`config.mk`:
```
export PLATFORM = sky130hd
export DESIGN_NAME = contx_port
export DESIGN_NICKNAME = d
export VERILOG_FILES = /design/src/rtl/contx_pkg.sv /design/src/rtl/contx_timer.sv /design/src/rtl/contx_conv.sv /design/src/rtl/contx_port.sv
export SDC_FILE = /design/constraint.sdc
export NUM_CORES = 1
export LEC_CHECK = 0
export BUFFER_PORTS_ARGS = -buffer_cell sky130_fd_sc_hd__clkbuf_2
export CAP_MARGIN = 20
export CORE_ASPECT_RATIO = 0.9
export CORE_MARGIN = 2
export CORE_UTILIZATION = 45
export DETAILED_ROUTE_END_ITERATION = 6
export GPL_TIMING_DRIVEN = 0
export PLACE_DENSITY = 0.7
export SLEW_MARGIN = 20
export SYNTH_ARGS = -nofsm -noshare
export SYNTH_HDL_FRONTEND = slang
export SYNTH_SLANG_ARGS = --single-unit
```
`constraint.sdc`:
```
create_clock -name clk -period 5.2 [get_ports clk]
set_input_delay 0.78 -clock clk [delete_from_list [all_inputs] [get_ports clk]]
set_output_delay 0.78 -clock clk [all_outputs]
set_load 0.05 [all_outputs]
```
`src/rtl/contx_pkg.sv`:
```
package contx_pkg;
  localparam int BYTE_W  = 8;
  localparam int DONE_BIT = 7;
  localparam int IE_BIT   = 6;

  typedef enum logic [1:0] {
    MODE_8B  = 2'd0,
    MODE_7B  = 2'd1,
    MODE_7P  = 2'd2,
    MODE_SPR = 2'd3
  } mode_e;

  typedef enum logic [1:0] {
    ST_IDLE = 2'd0,
    ST_WAIT = 2'd1,
    ST_SEND = 2'd2
  } tx_state_e;
endpackage

```
`src/rtl/contx_timer.sv`:
```
module contx_timer #(
  parameter int DLY_W = 8
) (
  input  logic             clk,
  input  logic             rst_n,
  input  logic             start,
  input  logic [DLY_W-1:0] reload,
  output logic             fire
);
  logic [DLY_W-1:0] cnt_q;
  logic             run_q;

  always_ff @(posedge clk or negedge rst_n) begin
    if (!rst_n) begin
      cnt_q <= '0;
      run_q <= 1'b0;
    end else if (start) begin
      cnt_q <= reload;
      run_q <= 1'b1;
    end else if (run_q) begin
      if (cnt_q == '0) run_q <= 1'b0;
      else             cnt_q <= cnt_q - 1'b1;
    end
  end

  assign fire = run_q && (cnt_q == '0);
endmodule

```
`src/rtl/contx_conv.sv`:
```
module contx_conv
  import contx_pkg::*;
(
  input  logic [1:0]        mode,
  input  logic [BYTE_W-1:0] raw,
  output logic [BYTE_W-1:0] conv,
  output logic              drop
);
  logic [BYTE_W-1:0] low7;
  logic              is_fmt;
  logic              is_ctl;

  assign low7   = {1'b0, raw[BYTE_W-2:0]};
  assign is_fmt = (low7 == 8'h08) || (low7 == 8'h09) ||
                  (low7 == 8'h0A) || (low7 == 8'h0D);
  assign is_ctl = ((low7 < 8'h20) && !is_fmt) || (low7 == 8'h7F);

  always_comb begin
    conv = raw;
    drop = 1'b0;
    case (mode_e'(mode))
      MODE_7B: conv = low7;
      MODE_7P: begin
        conv = low7;
        drop = is_ctl;
      end
      default: conv = raw;
    endcase
  end
endmodule

```
`src/rtl/contx_port.sv`:
```
module contx_port
  import contx_pkg::*;
#(
  parameter int DLY_W = 8,
  parameter int CNT_W = 16
) (
  input  logic              clk,
  input  logic              rst_n,
  input  logic              wr_en,
  input  logic              wr_addr,
  input  logic [7:0]        wr_data,
  input  logic              rd_addr,
  output logic [7:0]        rd_data,
  input  logic [1:0]        mode,
  input  logic [DLY_W-1:0]  dly,
  output logic              tx_valid,
  output logic [7:0]        tx_data,
  input  logic              tx_ready,
  output logic              irq,
  output logic [CNT_W-1:0]  char_count
);
  tx_state_e         st_q;
  logic [BYTE_W-1:0] hold_q;
  logic              done_q;
  logic              ie_q;
  logic              irq_q;
  logic [CNT_W-1:0]  cnt_q;

  logic wr_dat, wr_sts, new_ie;
  logic fire, drop, stall, taken, complete, tmr_start;
  logic [BYTE_W-1:0] conv;

  assign wr_dat = wr_en && wr_addr;
  assign wr_sts = wr_en && !wr_addr;
  assign new_ie = wr_data[IE_BIT];

  assign taken    = (st_q == ST_SEND) && tx_ready;
  assign stall    = (st_q == ST_SEND) && !tx_ready;
  assign complete = taken || ((st_q == ST_WAIT) && fire && drop);
  assign tmr_start = wr_dat || stall;

  contx_timer #(.DLY_W(DLY_W)) timer_i (
    .clk    (clk),
    .rst_n  (rst_n),
    .start  (tmr_start),
    .reload (dly),
    .fire   (fire)
  );

  contx_conv conv_i (
    .mode (mode),
    .raw  (hold_q),
    .conv (conv),
    .drop (drop)
  );

  // sequencing and held byte
  always_ff @(posedge clk or negedge rst_n) begin
    if (!rst_n) begin
      st_q   <= ST_IDLE;
      hold_q <= '0;
    end else if (wr_dat) begin
      st_q   <= ST_WAIT;
      hold_q <= wr_data;
    end else begin
      case (st_q)
        ST_WAIT: if (fire) st_q <= drop ? ST_IDLE : ST_SEND;
        ST_SEND: st_q <= tx_ready ? ST_IDLE : ST_WAIT;
        default: st_q <= ST_IDLE;
      endcase
    end
  end

  // status, interrupt and counter
  always_ff @(posedge clk or negedge rst_n) begin
    if (!rst_n) begin
      done_q <= 1'b1;
      ie_q   <= 1'b0;
      irq_q  <= 1'b0;
      cnt_q  <= '0;
    end else begin
      if (wr_dat)        done_q <= 1'b0;
      else if (complete) done_q <= 1'b1;

      if (wr_sts) ie_q <= new_ie;

      if (wr_dat)
        irq_q <= 1'b0;
      else if (wr_sts && !new_ie)
        irq_q <= 1'b0;
      else if (wr_sts && new_ie && done_q && !ie_q)
        irq_q <= 1'b1;
      else if (complete && (ie_q || (wr_sts && new_ie)))
        irq_q <= 1'b1;

      if (complete) cnt_q <= cnt_q + 1'b1;
    end
  end

  always_comb begin
    rd_data = '0;
    if (rd_addr) begin
      rd_data = hold_q;
    end else begin
      rd_data[DONE_BIT] = done_q;
      rd_data[IE_BIT]   = ie_q;
    end
  end

  assign tx_valid   = (st_q == ST_SEND);
  assign tx_data    = conv;
  assign irq        = irq_q;
  assign char_count = cnt_q;
endmodule

```
### Word level (Yosys, flattened, before mapping)

Index checks and enable logic that the tools add are counted.

| operators by class | value |
|---|---|
| eq/ne operators | 11 |
| magnitude comparators | 1 |
| div/mod/pow operators | 0 |
| $add $sub $neg | 2 |
| shift operators | 0 |
| reduce and logical (&&, ||, !) cells | 31 |
| multiplexer cells | 21 |
| $mul | 0 |
| bitwise logic cells | 0 |

Operators with widths:

| kind | count |
|---|---|
| 2-to-1 mux 8 bit | 4 |
| equality test 7 x 4 -> 1 bit, second input constant | 4 |
| adder 16 x 1 -> 16 bit, second input constant | 1 |
| logical AND 1 bit | 13 |
| 2-to-1 mux 1 bit | 11 |
| logical NOT 8 bit | 1 |
| 2-to-1 mux 2 bit | 4 |
| subtractor 8 x 1 -> 8 bit, second input constant | 1 |
| equality test 7 bit, second input constant | 1 |
| logical OR 1 bit | 7 |
| less-than comparator 7 x 6 -> 1 bit, second input constant | 1 |
| 2-to-1 mux 6 bit | 1 |
| logical NOT 1 bit | 5 |
| equality test 2 x 1 -> 1 bit, second input constant | 2 |
| equality test 2 bit, second input constant | 2 |
| one-hot mux 2 bit (2 select lines) | 1 |
| nonzero test 2 bit | 2 |
| nonzero test 4 bit | 1 |
| inequality test 3 bit, second input constant | 1 |
| inequality test 2 x 1 -> 1 bit, second input constant | 1 |
| AND reduction 2 bit | 1 |
| OR reduction 2 bit | 1 |

| storage, ports and cells | value |
|---|---|
| bits in latches | 0 |
| bits in read-only memories | 0 |
| memories kept | 0 |
| bits of input ports | 24 |
| memory bits (writable) | 0 |
| flip-flop bits (word level) | 38 |

### Depth between registers and ports, before layout

Gate-level depths: netlist of run 1.

| logic depth | value |
|---|---|
| depth in word-level cells | 15 |
| mapped depth | 7 |

### By module

A second synthesis of run 1 with hierarchy kept.

| second synthesis, totals | value |
|---|---|
| cells, all modules | 194 |
| area total of the unflattened synthesis | 2042.0 µm² |

By module, submodules not included:

| module | cells an instance | area an instance (µm²) | instances | seq. area each (µm²) |
|---|---|---|---|---|
| contx_port | 118 | 1361.3 | 1 | 726.9 |
| contx_timer | 59 | 559.3 | 1 | 225.2 |
| contx_conv | 17 | 121.4 | 1 | 0.0 |

### Worst setup path after synthesis of run 1

Ideal clock, no wire load.

| path | value |
|---|---|
| path type | input to output |
| from | input port mode[0] |
| to | output port tx_data[7] |
| stages on the path | 3 |
| data arrival time | 1467 ps |
| path slack | 2953 ps |
| cell sequence | inv_1 ha_1 and2_1 |

| between the ends | value |
|---|---|
| longest elaborated chain between the ends | 3 |
| elaborated cells on any way between the ends | 4 |
| those cells by class | eq/ne (2); mux (1); reduce/logical (1) |

Ends and longest elaborated chain:

| element | RTL line | text |
|---|---|---|
| start: declaration | contx_port.sv:14 | `input logic [1:0] mode,` |
| equality test 2 x 1 -> 1 bit or equality test 2 bit (tied branches) | contx_conv.sv:21 | `case (mode_e'(mode))` |
| OR reduction 2 bit (no line) * | n/a |  |
| 2-to-1 mux 8 bit * | contx_conv.sv:21 |  |
| end: declaration | contx_port.sv:17 | `output logic [7:0] tx_data,` |

Mark *: on every way between the ends. The rest lies on a longest branch, timed or not.

### Worst setup path after layout of run 1

| path | value |
|---|---|
| from | input port rd_addr |
| to | output port rd_data[6] |

| between the ends | value |
|---|---|
| longest elaborated chain between the ends | 1 |

Ends and longest elaborated chain:

| element | RTL line | text |
|---|---|---|
| start: declaration | contx_port.sv:12 | `input logic rd_addr,` |
| 2-to-1 mux 2 bit | contx_port.sv:102 | `if (rd_addr) begin` |
| end: declaration | contx_port.sv:13 | `output logic [7:0] rd_data,` |

Every way passes these cells.

==> results of run 1 <==
worst paths after layout:
path,depth (start not counted),endpoint,from
worst max-delay path,3,rd_data[6],rd_addr
worst min-delay path,1,char_count[15],char_count[15]
worst max register to register,7,timer_i.cnt_q[1],timer_i.cnt_q[0]
worst min register to register,1,char_count[15],char_count[15]
max in group asynchronous,1,char_count[7],rst_n
min in group asynchronous,1,timer_i.cnt_q[0],rst_n
registers in the layout, summed over array words and instances (netlist names):
name,count
timer_i.cnt_q,8
ie_q,1
irq,1
hold_q,8
done_q,1
char_count,16
st_q,2
timer_i.run_q,1
metrics by stage:
stage / util, % / setup slack (ps)
final: 56.9 / 2890
after global placement: 54.0 / 2670
after CTS: 56.9 / 2890
after detailed placement: 54.0 / 2700
after floorplan: - / 2950
after global routing: 56.9 / 2850
worst max-delay path: cells and delay by family:
| kind | cells | cell delay [ps] |
|---|---|---|
| muxes | 1 | 350 |
| buffers and inverters | 2 | 390 |
cells by family after synthesis:
| logic type | Yosys count | synth area share, % |
|---|---|---|
| and+or+nand+nor | 52 | 13.6 |
| xor gates and xnor gates | 22 | 8.72 |
| adders and majority gates | 6 | 3.40 |
| AOI/OAI and AO/OA | 39 | 17.5 |
| muxes | 15 | 7.59 |
| DFF | 38 | 43.1 |
| buffers and inverters | 25 | 6.12 |
Yosys cell counts, types with 4 or more instances:
master / number / area share, %
nand3_1: 8 / 1.8
a211oi_1: 5 / 1.7
buf_4: 9 / 3.1
inv_1: 12 / 2.0
ha_1: 6 / 3.4
dfrtp_1: 37 / 42
nor2_1: 9 / 1.5
nand4_1: 4 / 1.1
nand2_1: 8 / 1.4
mux2_2: 14 / 7.1
a2111oi_0: 4 / 1.6
and2_1: 8 / 2.3
xor2_1: 19 / 7.5
a21oi_1: 10 / 2.3
routing by layer:
layer / up-vias / track usage, %
met2: 46 / 24.9
li1: 834 / -
met1: 783 / 24.1
met4: 0 / 5.36
met5: - / 0
met3: 5 / 5.30
power breakdown:
group / internal [mW] / total [mW] / leakage, nW / switching, mW
Sequential: 0.331 / 0.375 / 0.472 / 0.0440
Combinational: 0.0925 / 0.228 / 0.753 / 0.135
Clock: 0.205 / 0.314 / 0.0714 / 0.109
area by class of cell:
class,instances,area (µm²),area share [%]
clock buffers,6,82.6,3.04
well taps,65,81.3,2.99
clock inverters,2,60.1,2.21
plain buffers,13,90.1,3.31
multi-input cells,134,1120,41.3
repair buffers,57,285,10.5
inverters,12,45.0,1.66
flip-flops and latches,38,952,35.0
==> results.py, run 1 <==
metrics = {
    "synthesis": {
        "netlist-cell-type-count": 42,
        "synth_nets": 227,
        "ys.flop_type": "dfrtp_1",
        "synthArstFlopShare_pct": 100,
        "synth_edf_count": 0,
        "syn_area_um2": 2210,
        "ys_seq_area_share_pct": 43.1,
        "synthCells": 197,
        "syn_avg_cell_area_um2": 11.2,
        "ys_warn_count": 0,
        "synth-seq-cells": 38,
    },
    "placed_design": {
        "hpwlAfterDp_um": 3140,
        "dpl.cell_count": 319,
        "io_buffers": 57,
        "place_congestion": 0.797,
        "place_area_um2": 2580,
    },
    "worst_setup_path": {
        "worstPathRequired_ps": 4420,
        "critPathMostFrequentCell": "clkbuf_2",
        "cp_slowest_cell": "mux2_2",
        "critPathMaxFanout": 8,
        "r2r_slack_ps": 3140,
        "cp-start-kind": "input pin",
        "cp-end-kind": "output port",
        "crit_arrival_ps": 1530,
        "crit_chain": "clkbuf_2 -> mux2_2 -> clkbuf_2",
        "path_class": "input pin to output port",
        "critPathMaxStageDelay_ps": 350,
    },
    "floorplanning": {
        "chipWidth_um": 77.9,
        "initial_utilization_pct": 46.3,
        "io_pins": 58,
        "die-area_um2": 5490,
        "design.core.area_um2": 4770,
        "die-height_um": 70.5,
        "num_rows": 24,
    },
    "cts": {
        "cts_buffer_depth": 2,
        "h-tree-depth": 2,
        "cts_setup_buffers": 0,
        "numClockSinks": 38,
        "root_buffer": "clkbuf_8",
        "cts_hold_buf": 0,
        "clock_latency_ps": 300,
        "cts_resized": 0,
        "cts_tree": "yes",
        "cts.clk_slew.worst_paths_ps": 70,
        "cts_buffers": 5,
    },
    "power": {
        "leakagePower_nw": 1.30,
        "power_density_nw_per_um2": 337,
        "ir_drop_v": 0.000199,
        "p_total_uw": 916,
    },
    "timing": {
        "report.final.slew_viol_count": 0,
        "rsz0062_at_grt": "false",
        "relSlewSlack_pct": 37.3,
        "finalCritPeriodShare_pct": 44.4,
        "holdWs_ps": 473,
        "skew_ps": 2.98,
        "final-setup-viol-count": 0,
        "fmax_mhz": 433,
        "min_period_ps": 2310,
        "setup_tns_ps": 0,
        "hold_viol": 0,
        "tightest_slew_ps": 940,
    },
    "min_path": {
        "worstHoldPathType": "register to register",
    },
    "drt": {
        "wl_met1_um": 2160,
        "routed-wl-met3_um": 257,
        "dr_wl_met2_um": 1870,
        "route.detailed.drc": 0,
        "wire_per_inst_um": 13.2,
        "drt_iter0_markers": 39,
        "totalWireLength_um": 4330,
        "ant_nets": 0,
        "highest_layer": "met4",
        "viasPerCell": 5.10,
        "firstDrtPassIters": 4,
        "via_count": 1668,
    },
    "grt": {
        "antenna_found_initial": 0,
        "grtUsageTotal_pct": 17.1,
        "grt_overflow": 0,
        "grt_pass1_vias": 1597,
        "grt_pass1_wl_um": 7360,
        "grt_max_degree": 39,
    },
    "finish": {
        "layout_common_cells": "clkbuf_2, dfrtp_1, xor2_1, mux2_2, inv_1",
        "fin_cells": 327,
        "drive_gt1_share_pct": 39.3,
        "fillCellCount": 406,
        "area_growth_pct": 23.0,
        "diodes": 0,
        "fin_nets": 291,
        "final_area_um2": 2720,
        "layout_commonest_cell": "clkbuf_2",
    },
    "run_status": {
        "outcome": "finished clean",
    },
    "flow_run": {
        "maxCapViolations": 0,
    },
}
Note: power is estimated with default switching activity, not from simulation.
==> run 2, diff against run 1 <==
==> constraint.sdc (replaced) <==
create_clock -name clk -period 2.14 [get_ports clk]
set_input_delay 0.321 -clock clk [delete_from_list [all_inputs] [get_ports clk]]
set_output_delay 0.321 -clock clk [all_outputs]
set_load 0.05 [all_outputs]
==> results.py, run 2 (same netlist as run 1, synthesis figures left out) <==
metrics = {
    "floorplanning": {
        "num_rows": 24,
        "design.core.area_um2": 4770,
        "chipWidth_um": 77.9,
        "io_pins": 58,
        "initial_utilization_pct": 46.3,
        "die-area_um2": 5490,
        "die-height_um": 70.5,
    },
    "timing": {
        "tightest_slew_ps": 939,
        "fmax_mhz": 501,
        "min_period_ps": 2000,
        "finalCritPeriodShare_pct": 93.3,
        "final-setup-viol-count": 0,
        "report.final.slew_viol_count": 0,
        "fin_ws_ps": 144,
        "rsz0062_at_grt": "false",
        "skew_ps": 5.28,
        "hold_viol": 0,
        "setup_tns_ps": 0,
        "relSlewSlack_pct": 37.4,
    },
    "finish": {
        "layout_common_cells": "clkbuf_2, dfrtp_1, xor2_1, mux2_2, inv_1",
        "fillCellCount": 407,
        "layout_commonest_cell": "clkbuf_2",
        "regArea_um2": 952,
        "area_growth_pct": 23.4,
        "largest_register_ffs": 16,
        "multi_input_area_um2": 1130,
        "drive_gt1_share_pct": 40.1,
        "diodes": 0,
        "fin_nets": 291,
        "fin_cells": 327,
    },
    "worst_setup_path": {
        "critPathMaxFanout": 6,
        "cp-end-kind": "register",
        "worstPathRequired_ps": 2320,
        "cp-start-kind": "register",
        "path_class": "register to register",
        "r2r_slack_ps": 140,
        "reg2reg_to": "char_count[1]",
        "crit_arrival_ps": 2180,
        "reg2reg_depth": 6,
        "reg2reg_from": "timer_i.cnt_q[0]",
    },
    "cts": {
        "h-tree-depth": 2,
        "cts_tree": "yes",
        "cts_buffer_depth": 2,
        "cts_hold_buf": 0,
        "root_buffer": "clkbuf_8",
        "cts_buffers": 5,
        "numClockSinks": 38,
        "clock_latency_ps": 300,
        "cts.clk_slew.worst_paths_ps": 80,
    },
    "placed_design": {
        "place_congestion": 0.797,
        "hpwlAfterDp_um": 3140,
        "dpl.cell_count": 319,
        "io_buffers": 57,
        "dp_slack_ps": 94.7,
    },
    "drt": {
        "route.detailed.drc": 0,
        "via_count": 1679,
        "viasPerCell": 5.13,
        "wire_per_inst_um": 13.4,
        "firstDrtPassIters": 5,
        "totalWireLength_um": 4380,
        "ant_nets": 0,
        "drt_iter0_markers": 51,
    },
    "power": {
        "pwr-share-comb_pct": 24.9,
        "power_frac_clock_pct": 34.2,
        "swShare_pct": 31.5,
        "power_density_nw_per_um2": 817,
        "leakagePower_nw": 1.30,
        "power_frac_seq_pct": 40.9,
        "ir_drop_v": 0.000487,
        "p_int_mw": 1.53,
        "power.switching_uw": 702,
    },
    "grt": {
        "grtUsageTotal_pct": 17.1,
        "grt_max_degree": 39,
        "antenna_found_initial": 0,
        "grt_pass1_vias": 1597,
        "grt_overflow": 0,
        "grt_pass1_wl_um": 7360,
    },
    "run_status": {
        "outcome": "finished clean",
    },
    "flow_run": {
        "maxCapViolations": 0,
    },
    "min_path": {
        "worstHoldPathType": "input pin to asynchronous set/reset pin",
    },
}
## run 2: changes by cell type in the layout (fill, tap and decap cells not counted)
cell / before / now
a21boi_1: 1 / 0
a2111oi_1: 0 / 1
clkbuf_1: 3 / 2
buf_4: 9 / 10
a2111oi_0: 4 / 3
a21boi_2: 0 / 1
## run 2: repair_timing
item / 4_1_cts / 5_1_grt
setup buffers: 0 / 1
resized for setup: 0 / 2
setup endpoints to repair: 0 / 3
endpoints found under the hold margin: 0 / 0
## run 2: power by group through the flow
stage          sequential (mW)  combinational, mW  clock, mW
6_report                 0.911              0.554      0.762
5_1_grt                  0.928              0.612      0.802
4_1_cts                  0.910              0.560      0.780
3_5_place_dp             0.921              0.559          0
3_3_place_gp             0.922              0.547          0
2_1_floorplan            0.899              0.444          0
## run 2: per-stage QoR
step	hold WS, ps	power (mW)	utilization (%)	area [µm²]
2_1_floorplan	25.4	1.34	-	2210
3_3_place_gp	458	1.47	54.0	2580
3_5_place_dp	464	1.48	54.0	2580
4_1_cts	186	2.25	56.9	2720
5_1_grt	242	2.34	57.1	2730
6_report	147	2.23	57.1	2730
## run 2: area by class of cell
cell class,count,area share (%)
Multi-Input combinational cell,134,41.3
Sequential cell,38,34.9
Timing Repair Buffer,58,10.7
Buffer,12,3.17
Clock buffer,6,3.03
Tap cell,65,2.98
Clock inverter,2,2.20
Inverter,12,1.65
## run 2: layer usage
layer | GRT usage [%] | up-vias | share of wire, %
met5 | 0 | - | 0
met4 | 5.36 | 0 | 0.96
met3 | 5.30 | 5 | 6.1
met2 | 24.9 | 50 | 43
met1 | 24.1 | 792 | 49
li1 | - | 832 | -
## run 2: how the worst max path moves through the flow
stage	start	endpoint	slack (ps)	cells past startpoint
2_1_floorplan	st_q[0]	char_count[8]	80	6
3_5_place_dp	mode[0]	char_count[1]	90	7
6_report	timer_i.cnt_q[0]	char_count[1]	140	6
4_1_cts	timer_i.cnt_q[0]	timer_i.cnt_q[1]	70	7
5_1_grt	timer_i.cnt_q[0]	char_count[1]	10	6
3_3_place_gp	mode[0]	char_count[1]	70	7
## run 2: worst max-delay path: stages (launching register included)
cell	delay [ps]
dfrtp_1	390
inv_1	110
ha_1	170
and4bb_1	250
a32oi_2	180
a21oi_1	400
mux2_2	390
